`config.mk`:
```
export PLATFORM = sky130hd
export DESIGN_NAME = flash_rd_resp
export DESIGN_NICKNAME = d
export VERILOG_FILES = /design/src/rtl/flash_rd_pkg.sv /design/src/rtl/frr_mode_decode.sv /design/src/rtl/frr_array_gather.sv /design/src/rtl/frr_mode_mux.sv /design/src/rtl/flash_rd_resp.sv
export SDC_FILE = /design/constraint.sdc
export NUM_CORES = 1
export LEC_CHECK = 0
export BUFFER_PORTS_ARGS = -buffer_cell sky130_fd_sc_hd__buf_2
export CAP_MARGIN = 25
export CORE_UTILIZATION = 40
export CTS_BUF_LIST = sky130_fd_sc_hd__clkbuf_4
export CTS_CLUSTER_SIZE = 30
export DETAILED_ROUTE_END_ITERATION = 16
export GPL_ROUTABILITY_DRIVEN = 0
export PLACE_DENSITY = 0.8
export SYNTH_ARGS = -nofsm -noshare
export SYNTH_HDL_FRONTEND = slang
export SYNTH_SLANG_ARGS = --single-unit
```
`constraint.sdc`:
```
create_clock -name clk -period 1.3 [get_ports clk]
set_input_delay 0.26 -clock clk [delete_from_list [all_inputs] [get_ports clk]]
set_output_delay 0.26 -clock clk [all_outputs]
set_load 0.1 [all_outputs]
```
`src/rtl/flash_rd_pkg.sv`:
```
package flash_rd_pkg;

  typedef enum logic [1:0] {
    M_ARRAY  = 2'd0,
    M_IDENT  = 2'd1,
    M_STATUS = 2'd2,
    M_QUERY  = 2'd3
  } rd_mode_e;

  localparam logic [7:0] CMD_IDLE        = 8'h00;
  localparam logic [7:0] CMD_ERASE_SETUP = 8'h80;
  localparam logic [7:0] CMD_AUTOSEL     = 8'h90;
  localparam logic [7:0] CMD_PROGRAM     = 8'hA0;
  localparam logic [7:0] CMD_CHIP_ERASE  = 8'h10;
  localparam logic [7:0] CMD_SECT_ERASE  = 8'h30;
  localparam logic [7:0] CMD_QUERY       = 8'h98;

  localparam logic [15:0] ID_ABSENT = 16'hFFFF;

  // number of bytes taken for a width code
  function automatic logic [2:0] width_bytes(input logic [1:0] code);
    case (code)
      2'd0:    width_bytes = 3'd1;
      2'd1:    width_bytes = 3'd2;
      default: width_bytes = 3'd4;
    endcase
  endfunction

endpackage

```
`src/rtl/frr_mode_decode.sv`:
```
module frr_mode_decode
  import flash_rd_pkg::*;
#(
  parameter int DEV_BYTES = 2
) (
  input  logic [7:0] cmd_code,
  input  logic [7:0] addr_lo,
  output rd_mode_e   mode,
  output logic [7:0] offs
);
  localparam int SHIFT = (DEV_BYTES == 4) ? 2 : ((DEV_BYTES == 2) ? 1 : 0);

  always_comb begin
    case (cmd_code)
      CMD_AUTOSEL:                              mode = M_IDENT;
      CMD_PROGRAM, CMD_CHIP_ERASE, CMD_SECT_ERASE: mode = M_STATUS;
      CMD_QUERY:                                mode = M_QUERY;
      default:                                  mode = M_ARRAY;
    endcase
  end

  assign offs = addr_lo >> SHIFT;

endmodule

```
`src/rtl/frr_array_gather.sv`:
```
module frr_array_gather
  import flash_rd_pkg::*;
#(
  parameter int ADDR_W = 10,
  parameter int LANES  = 4
) (
  input  logic [ADDR_W-1:0]       rd_addr,
  input  logic [1:0]              rd_width,
  output logic [LANES*ADDR_W-1:0] lane_addr,
  input  logic [LANES*8-1:0]      lane_data,
  output logic [LANES*8-1:0]      arr_word
);
  logic [2:0] nbytes;
  assign nbytes = width_bytes(rd_width);

  for (genvar k = 0; k < LANES; k++) begin : g_lane
    logic lane_en;
    assign lane_addr[k*ADDR_W +: ADDR_W] = rd_addr + ADDR_W'(k);
    assign lane_en = (3'(k) < nbytes);
    assign arr_word[k*8 +: 8] = lane_en ? lane_data[k*8 +: 8] : 8'h00;
  end

endmodule

```
`src/rtl/frr_mode_mux.sv`:
```
module frr_mode_mux
  import flash_rd_pkg::*;
#(
  parameter int          DATA_W  = 32,
  parameter int          ID_W    = 16,
  parameter logic [7:0]  CFI_LEN = 8'h52
) (
  input  rd_mode_e          mode,
  input  logic [7:0]        offs,
  input  logic [DATA_W-1:0] arr_word,
  input  logic [7:0]        status_byte,
  input  logic [ID_W-1:0]   id_word0,
  input  logic [ID_W-1:0]   id_word1,
  input  logic [ID_W-1:0]   id_word2,
  input  logic [ID_W-1:0]   id_word3,
  input  logic [7:0]        cfi_data,
  output logic [DATA_W-1:0] data_sel,
  output logic              toggle_sel
);
  logic [DATA_W-1:0] ident_val;
  logic [DATA_W-1:0] query_val;

  always_comb begin
    case (offs)
      8'h00:   ident_val = DATA_W'(id_word0);
      8'h01:   ident_val = DATA_W'(id_word1);
      8'h02:   ident_val = '0;
      8'h0E:   ident_val = (id_word2 == ID_ABSENT) ? arr_word : DATA_W'(id_word2);
      8'h0F:   ident_val = (id_word3 == ID_ABSENT) ? arr_word : DATA_W'(id_word3);
      default: ident_val = arr_word;
    endcase
  end

  assign query_val = (offs > CFI_LEN) ? '0 : DATA_W'(cfi_data);

  always_comb begin
    toggle_sel = 1'b0;
    case (mode)
      M_IDENT:  data_sel = ident_val;
      M_STATUS: begin
        data_sel   = DATA_W'(status_byte);
        toggle_sel = 1'b1;
      end
      M_QUERY:  data_sel = query_val;
      default:  data_sel = arr_word;
    endcase
  end

endmodule

```
`src/rtl/flash_rd_resp.sv`:
```
module flash_rd_resp
  import flash_rd_pkg::*;
#(
  parameter int         ADDR_W    = 10,
  parameter int         DEV_BYTES = 2,
  parameter logic [7:0] CFI_LEN   = 8'h52
) (
  input  logic                clk,
  input  logic                rst_n,
  input  logic                rd_stb,
  input  logic [ADDR_W-1:0]   rd_addr,
  input  logic [1:0]          rd_width,
  input  logic [7:0]          cmd_code,
  input  logic [7:0]          status_byte,
  input  logic [15:0]         id_word0,
  input  logic [15:0]         id_word1,
  input  logic [15:0]         id_word2,
  input  logic [15:0]         id_word3,
  output logic [7:0]          cfi_idx,
  input  logic [7:0]          cfi_data,
  output logic [4*ADDR_W-1:0] lane_addr,
  input  logic [31:0]         lane_data,
  output logic [31:0]         rd_data,
  output logic                rd_valid,
  output logic                toggle_req
);
  localparam int LANES  = 4;
  localparam int DATA_W = LANES * 8;

  rd_mode_e          mode;
  logic [7:0]        offs;
  logic [DATA_W-1:0] arr_word;
  logic [DATA_W-1:0] data_sel;
  logic              toggle_sel;

  logic [DATA_W-1:0] data_q, data_d;
  logic              valid_q, valid_d;
  logic              tog_q, tog_d;

  frr_mode_decode #(.DEV_BYTES(DEV_BYTES)) u_decode (
    .cmd_code (cmd_code),
    .addr_lo  (rd_addr[7:0]),
    .mode     (mode),
    .offs     (offs)
  );

  frr_array_gather #(.ADDR_W(ADDR_W), .LANES(LANES)) u_gather (
    .rd_addr   (rd_addr),
    .rd_width  (rd_width),
    .lane_addr (lane_addr),
    .lane_data (lane_data),
    .arr_word  (arr_word)
  );

  frr_mode_mux #(.DATA_W(DATA_W), .ID_W(16), .CFI_LEN(CFI_LEN)) u_mux (
    .mode        (mode),
    .offs        (offs),
    .arr_word    (arr_word),
    .status_byte (status_byte),
    .id_word0    (id_word0),
    .id_word1    (id_word1),
    .id_word2    (id_word2),
    .id_word3    (id_word3),
    .cfi_data    (cfi_data),
    .data_sel    (data_sel),
    .toggle_sel  (toggle_sel)
  );

  assign cfi_idx = offs;

  // next state
  always_comb begin
    data_d  = data_q;
    valid_d = 1'b0;
    tog_d   = 1'b0;
    if (rd_stb) begin
      data_d  = data_sel;
      valid_d = 1'b1;
      tog_d   = toggle_sel;
    end
  end

  // registers
  always_ff @(posedge clk or negedge rst_n) begin
    if (!rst_n) begin
      data_q  <= '0;
      valid_q <= 1'b0;
      tog_q   <= 1'b0;
    end else begin
      data_q  <= data_d;
      valid_q <= valid_d;
      tog_q   <= tog_d;
    end
  end

  assign rd_data    = data_q;
  assign rd_valid   = valid_q;
  assign toggle_req = tog_q;

  p_valid_after_stb_r9: assert property (@(posedge clk) disable iff (!rst_n)
    rd_stb |=> rd_valid);

  p_no_valid_idle_r9: assert property (@(posedge clk) disable iff (!rst_n)
    !rd_stb |=> !rd_valid);

  p_hold_data_r9: assert property (@(posedge clk) disable iff (!rst_n)
    !rd_stb |=> $stable(rd_data));

  p_toggle_with_valid_r6: assert property (@(posedge clk) disable iff (!rst_n)
    toggle_req |-> rd_valid);

  p_status_toggles_r5: assert property (@(posedge clk) disable iff (!rst_n)
    (rd_stb && mode == M_STATUS) |=> toggle_req);

  p_query_limit_r7: assert property (@(posedge clk) disable iff (!rst_n)
    (rd_stb && mode == M_QUERY && offs > CFI_LEN) |=> (rd_data == '0));

  p_byte_upper_zero_r2: assert property (@(posedge clk) disable iff (!rst_n)
    (rd_stb && mode == M_ARRAY && rd_width == 2'd0) |=> (rd_data[31:8] == '0));

endmodule

```
==> results.yml, run 1 <==
run_status:
  status: "aborted with a tool error"
  stop_stage: "clock tree synthesis"
  error_message: "[ERROR DPL-0038] Utilization greater than 100%, impossible to legalize"
synth:
  synth_area_leaders: "dfrtp_1, buf_4, a22o_1"
  netlist_instances: 378
  synth.avg_cell_area_sq_um: 8.57
  yosys.area.top_type: "dfrtp_1"
  syn-cell-area_sq_mm: 0.00324
  syn_nets: 520
  synth_edf_count: 0
  ys_warn_count: 0
  synth.top_cell.area_share_pct: 26.3
  ys_seq_elements: 34
  async_reset_ff_share_pct: 100
  ys_types: 69
  yosysSeqAreaShare_pct: 26.3
  synth_flop_cell: "dfrtp_1"
clock_network:
  postCtsSetupBuffers: 34
  h-tree-depth: 2
  clockBufferDepth: 2
  cts_hold_buf: 1
  cts_resized: 147
  clock-sinks: 34
  cts.root.buffer_cell: "clkbuf_4"
  cts_buffers: 5
floorplanning:
  die_w_um: 92.0
  initial_utilization_pct: 41.7
  ioPinCount: 217
  rows: 32
  die_h_um: 92.0
place:
  dp.cells: 779
  portBuffers: 215
  hpwlAfterDp_mm: 15.7
  pre_cts_ws_ps: -949
[synth_stat cells (2+ instances only)]
cell type,number
nand2_1,42
dfrtp_1,34
nor2_1,25
buf_4,23
a22o_1,18
o21ai_0,16
nand4_1,15
xor2_1,14
a221oi_1,11
inv_1,11
nand3_1,11
a21oi_1,10
a31oi_1,10
xnor2_1,9
a22oi_1,8
buf_6,8
and3_1,7
clkbuf_1,7
ha_1,7
nor2b_1,7
a221o_1,6
nor3_1,6
nand2b_1,5
o22ai_1,5
a21boi_1,4
a222oi_1,4
and2_1,4
buf_2,4
a32o_1,2
nand2_2,2
nor3_4,2
nor4_4,2
o2bb2ai_1,2
or3_1,2
[per-stage QoR]
step | setup TNS (ps) | cell area, sq um
3_5_place_dp | -35490 | 6950
3_3_place_gp | -30020 | 6950
2_1_floorplan | -44010 | 3890
[kinds of logic after synthesis]
group	Yosys count	synth area share [%]
AOI/OAI and AO/OA	114	28.0
xor gates and xnor gates	23	6.22
buffers and inverters	54	10.9
DFF	34	26.3
adders and majority gates	7	2.70
and+or+nand+nor	145	25.8
other	1	0.116
==> inputs of run 2 (changes only) <==
Settings changed: CTS_BUF_LIST sky130_fd_sc_hd__clkbuf_4 to default, CTS_CLUSTER_SIZE 30 to default, PLACE_DENSITY 0.8 to default, PLACE_DENSITY_LB_ADDON from default to 0.15.
Clock period 1.3 ns to 1.7 ns, I/O delays scaled along.
==> results.yml, run 2 <==
synth:
  synthTopCellsByCount: "nand2_1, dfrtp_1, nor2_1"
  async_reset_ff_share_pct: 100
  synth.top_cell.area_share_pct: 26.3
  ys_seq_elements: 34
  yosys.area.top_type: "dfrtp_1"
  ys_types: 69
  yosysMostFrequentCell: "nand2_1"
  netlist_instances: 378
  syn-cell-area_sq_mm: 0.00324
  synth.avg_cell_area_sq_um: 8.57
  ys_warn_count: 0
  yosysSeqAreaShare_pct: 26.3
  syn_nets: 520
  synth_area_leaders: "dfrtp_1, buf_4, a22o_1"
  synth_flop_cell: "dfrtp_1"
  synth_edf_count: 0
layout:
  largest_register_ff_count: 32
  drive_gt1_share_pct: 66.2
  multiInputGateArea_sq_mm: 0.00290
  fill_cells: 309
  mostFrequentLayoutCell: "buf_2"
  num_antenna_cells: 0
  syn_to_final_growth_pct: 116
  fin_cells: 783
  nets: 822
  seqCellArea_sq_um: 851
  mostFrequentLayoutCells: "buf_2, buf_4, buf_12"
grt:
  met2_usage_pct: 64.2
  grt_usage_pct: 36.8
  grt_pass1_vias: 4574
  antenna_found_initial: 0
  use_met3_pct: 8.37
  grt-ovfl-total: 0
  top_usage_layer: "met2"
  grtUsageMet1_pct: 43.5
  grt_first_pass_wirelength_mm: 24.0
  grt_max_degree: 35
clock_network:
  clock_latency_ps: 290
  clockBufferDepth: 2
  clock-sinks: 34
  clk_pin_slew_worst_paths_ps: 80
  cts_tree: "yes"
  h-tree-depth: 2
  cts.root.buffer_cell: "clkbuf_8"
  cts_hold_buf: 0
  cts_buffers: 5
timing:
  worst_slew_pin_slew_ps: 534
  post-route-min-period_ps: 2090
  rsz0062_at_grt: "yes"
  layout_setup_ws_ps: -390
  fin_setup_tns_ps: -8100
  final_hold_viol_count: 0
  relSlewSlack_pct: 64.6
  drv_slew: 0
  finalSetupViolCount: 50
  max_freq_mhz: 478
  finalCritPeriodShare_pct: 123
  clock_skew_ps: 0
critical_path:
  worstPathArrival_ps: 2250
  cp_max_fo: 3
  start_kind: "input port"
  cp.required_ps: 1860
  worstSetupPathType: "in2reg"
  cp-end-kind: "register"
place:
  dp.cells: 752
  hpwlAfterDp_mm: 11.4
  pre_cts_ws_ps: -493
  portBuffers: 215
floorplanning:
  die_area_sq_mm: 0.00846
  coreArea_sq_mm: 0.00777
  initial_utilization_pct: 41.7
  die_w_um: 92.0
  die_h_um: 92.0
  rows: 32
  ioPinCount: 217
run_status:
  violations: "negative setup slack"
  status: "finished, violations left"
pwr:
  powerDensity_mw_per_mm2: 597
  vdd_drop_max_v: 0.000516
  p_leak_uw: 0.00329
  p_total_uw: 4180
route:
  route.antenna.remaining_nets: 0
  wl_mm: 20.1
  viasPerCell: 6.59
  wl_per_cell_um: 25.6
  drtIter0Drc: 645
  dr_total_vias: 5162
  firstDrtPassIters: 8
  post-route-drc-count: 0
worst_hold_path:
  hp-class: "in2async"
flow_run:
  maxCapViolations: 0
==> run 2: metal layers <==
metal | vias to the layer above | share of wire (%)
met2 | 608 | 46
met3 | 196 | 14
li1 | 1998 | -
met1 | 2360 | 31
met5 | - | 0
met4 | 0 | 9.9
==> run 2: report_power, final <==
part / switching, uW / internal (uW) / total [uW]
Combinational: 1740 / 854 / 2590
Clock: 340 / 328 / 668
Sequential: 48.1 / 873 / 921
Total: 2120 / 2060 / 4180
==> run 2: worst paths after layout <==
kind	start	endpoint	slack (ps)	depth (start not counted)
worst min-delay path	rst_n	rd_data[4]	80	2
worst max-delay path	rd_addr[1]	rd_data[11]	-390	13
max in group asynchronous	rst_n	rd_data[8]	1270	2
worst min register to register	rd_data[24]	rd_data[24]	510	1
min in group clk	lane_data[24]	rd_data[24]	250	2
worst max register to register	rd_data[11]	rd_data[11]	270	4
==> run 2: worst max-delay path: stages <==
cell and delay [ps]:
buf_8 110, clkinvlp_4 100, buf_4 110, buf_4 100
ha_4 170, nor3_4 50, o22ai_2 250, nand4_4 180
buf_6 160, buf_4 130, nand2_1 80, a31oi_2 130
a21oi_1 330
==> run 2: timing repair <==
item                       in CTS  in global routing
gates resized for setup        59                 57
setup endpoints to repair      50                 53
buffers inserted               11                 16
pin swaps                      21                 38
hold endpoints to repair        0                  0
==> run 2: logic make-up (layout without fill, tap and decap cells) <==
logic type      Yosys count  after routing  share of synthesized area, %
buf+inv                  54            357                          10.9
flops                    34             34                          26.3
other cells               1              1                         0.116
simple gates            145            145                          25.8
fa+ha+maj                 7              7                          2.70
xor+xnor                 23             23                          6.22
compound gates          114            114                          28.0
==> run 2: layout make-up <==
cell class / count / share of cell area [%]
repair buffers: 337 / 42.5
multi-input cells: 290 / 41.4
flip-flops and latches: 34 / 12.2
well taps: 102 / 1.82
clock buffers: 7 / 1.23
inverters: 12 / 0.840
clock inverters: 1 / 0.0715
==> run 2: per-stage QoR <==
step | area, sq um | util [%] | hold slack, ps
floorplan | 3870 | - | 44.4
global placement | 6240 | 80.3 | 400
CTS | 6660 | 85.8 | 97.4
detailed placement | 6240 | 80.3 | 406
finish | 7000 | 90.1 | 80.3
global route | 7000 | 90.1 | 94.9
No activity file was read; power rests on OpenSTA's default activity.
==> inputs of run 3 (changes only) <==
==> constraint.sdc (replaced) <==
create_clock -name clk -period 1.7 [get_ports clk]
set_input_delay 0.34 -clock clk [delete_from_list [all_inputs] [get_ports clk]]
set_output_delay 0.34 -clock clk [all_outputs]
set_load 0.05 [all_outputs]
==> results.yml, run 3 (synthesis results as in run 2) <==
run_status:
  violations: "negative setup slack"
  status: "finished, violations left"
worst_hold_path:
  hp-class: "in2async"
pwr:
  p_leak_uw: 0.00296
  p_total_uw: 3170
  vdd_drop_max_v: 0.000448
  powerDensity_mw_per_mm2: 530
clock_network:
  cts_hold_buf: 0
  cts.root.buffer_cell: "clkbuf_8"
  clock-sinks: 34
  clock_latency_ps: 290
  clockBufferDepth: 2
  cts_tree: "yes"
  cts_buffers: 5
  clk_pin_slew_worst_paths_ps: 80
  h-tree-depth: 2
place:
  pre_cts_ws_ps: -455
  portBuffers: 215
  hpwlAfterDp_mm: 10.6
grt:
  grt_first_pass_wirelength_mm: 21.0
  grt_max_degree: 27
  grt-ovfl-total: 0
  antenna_found_initial: 0
  grt_pass1_vias: 4231
  grt_usage_pct: 31.6
floorplanning:
  die_h_um: 92.0
  coreArea_sq_mm: 0.00777
  die_area_sq_mm: 0.00846
  rows: 32
  initial_utilization_pct: 41.7
  die_w_um: 92.0
  ioPinCount: 217
timing:
  clock_skew_ps: 0
  final_hold_viol_count: 0
  finalSetupViolCount: 31
  layout_setup_ws_ps: -98.2
  relSlewSlack_pct: 64.6
  max_freq_mhz: 556
  finalCritPeriodShare_pct: 106
  worst_slew_pin_slew_ps: 532
  post-route-min-period_ps: 1800
  drv_slew: 0
  rsz0062_at_grt: "yes"
layout:
  largest_register_ff_count: 32
  mostFrequentLayoutCell: "buf_2"
  drive_gt1_share_pct: 62.3
  num_antenna_cells: 0
  nets: 820
  syn_to_final_growth_pct: 84.9
  mostFrequentLayoutCells: "buf_2, buf_4, nand2_1"
route:
  post-route-drc-count: 0
  dr_total_vias: 4392
  viasPerCell: 5.62
  drtIter0Drc: 330
  wl_per_cell_um: 18.1
  wl_mm: 14.2
  firstDrtPassIters: 6
  route.antenna.remaining_nets: 0
critical_path:
  cp-end-kind: "output pin"
  cp_max_fo: 5
  start_kind: "input port"
  worstPathCellList: "buf_8 > buf_6 > nand4_1 > buf_6 > nor3_2 > buf_4 > xor2_4 > buf_6"
  critPathMostFrequentCell: "buf_6"
  worstPathArrival_ps: 1460
  crit_path_max_incr_delay_ps: 200
  worstSetupPathType: "in2out"
  crit_path_top_delay_cell: "buf_6"
  cp.required_ps: 1360
flow_run:
  maxCapViolations: 0
run 3: worst paths after layout:
kind | start | endpoint | slack, ps | depth (start not counted)
min in group clk | lane_data[27] | rd_data[27] | 250 | 2
worst max-delay path | rd_addr[3] | lane_addr[38] | -100 | 8
worst max register to register | rd_data[6] | rd_data[6] | 380 | 5
worst min-delay path | rst_n | rd_data[27] | 10 | 1
max in group asynchronous | rst_n | rd_data[7] | 1130 | 2
worst min register to register | rd_data[31] | rd_data[31] | 500 | 1
run 3: critical path, delay by kind of cell:
kind / cells / cell delay [ps]
AND/OR/NAND/NOR: 2 / 290
XOR/XNOR: 1 / 140
buffers and inverters: 5 / 690
run 3: where the power goes:
| part | switching (uW) | internal (uW) |
|---|---|---|
| Combinational | 1000 | 596 |
| Clock | 340 | 326 |
| Sequential | 38.2 | 873 |
| Total | 1380 | 1800 |
run 3: routing by layer:
metal / up-vias / share of wire (%) / GRT usage (%)
met5: - / 0 / 0
met4: 0 / 2.6 / 9.11
met3: 41 / 9.3 / 5.39
met2: 293 / 49 / 54.5
met1: 2069 / 39 / 40.5
li1: 1989 / - / -
run 3: area by class of cell:
class / count / area, sq um
fillers: 590 / 1780
well taps: 102 / 128
multi-input cells: 290 / 2590
inverters: 12 / 48.8
flip-flops and latches: 34 / 851
repair buffers: 335 / 2270
clock buffers: 6 / 82.6
clock inverters: 2 / 12.5
run 3: stage by stage:
step | hold WS (ps) | setup TNS, ps | cells | util [%] | cell area, sq um
CTS | 29.5 | -473 | 773 | 74.4 | 5780
global placement | 332 | -14180 | 760 | 69.6 | 5400
global route | 43.6 | -3730 | 781 | 77.1 | 5990
finish | 12.0 | -1820 | 781 | 77.1 | 5990
detailed placement | 345 | -16090 | 760 | 69.6 | 5400
floorplan | 44.4 | -11860 | 378 | - | 3660
run 3: repair_timing:
item / 4_1_cts / 5_1_grt
setup endpoints to repair: 43 / 51
setup buffers: 7 / 7
pin swaps: 25 / 9
resized for setup: 64 / 35
cloned: 0 / 1
endpoints found under the hold margin: 0 / 0
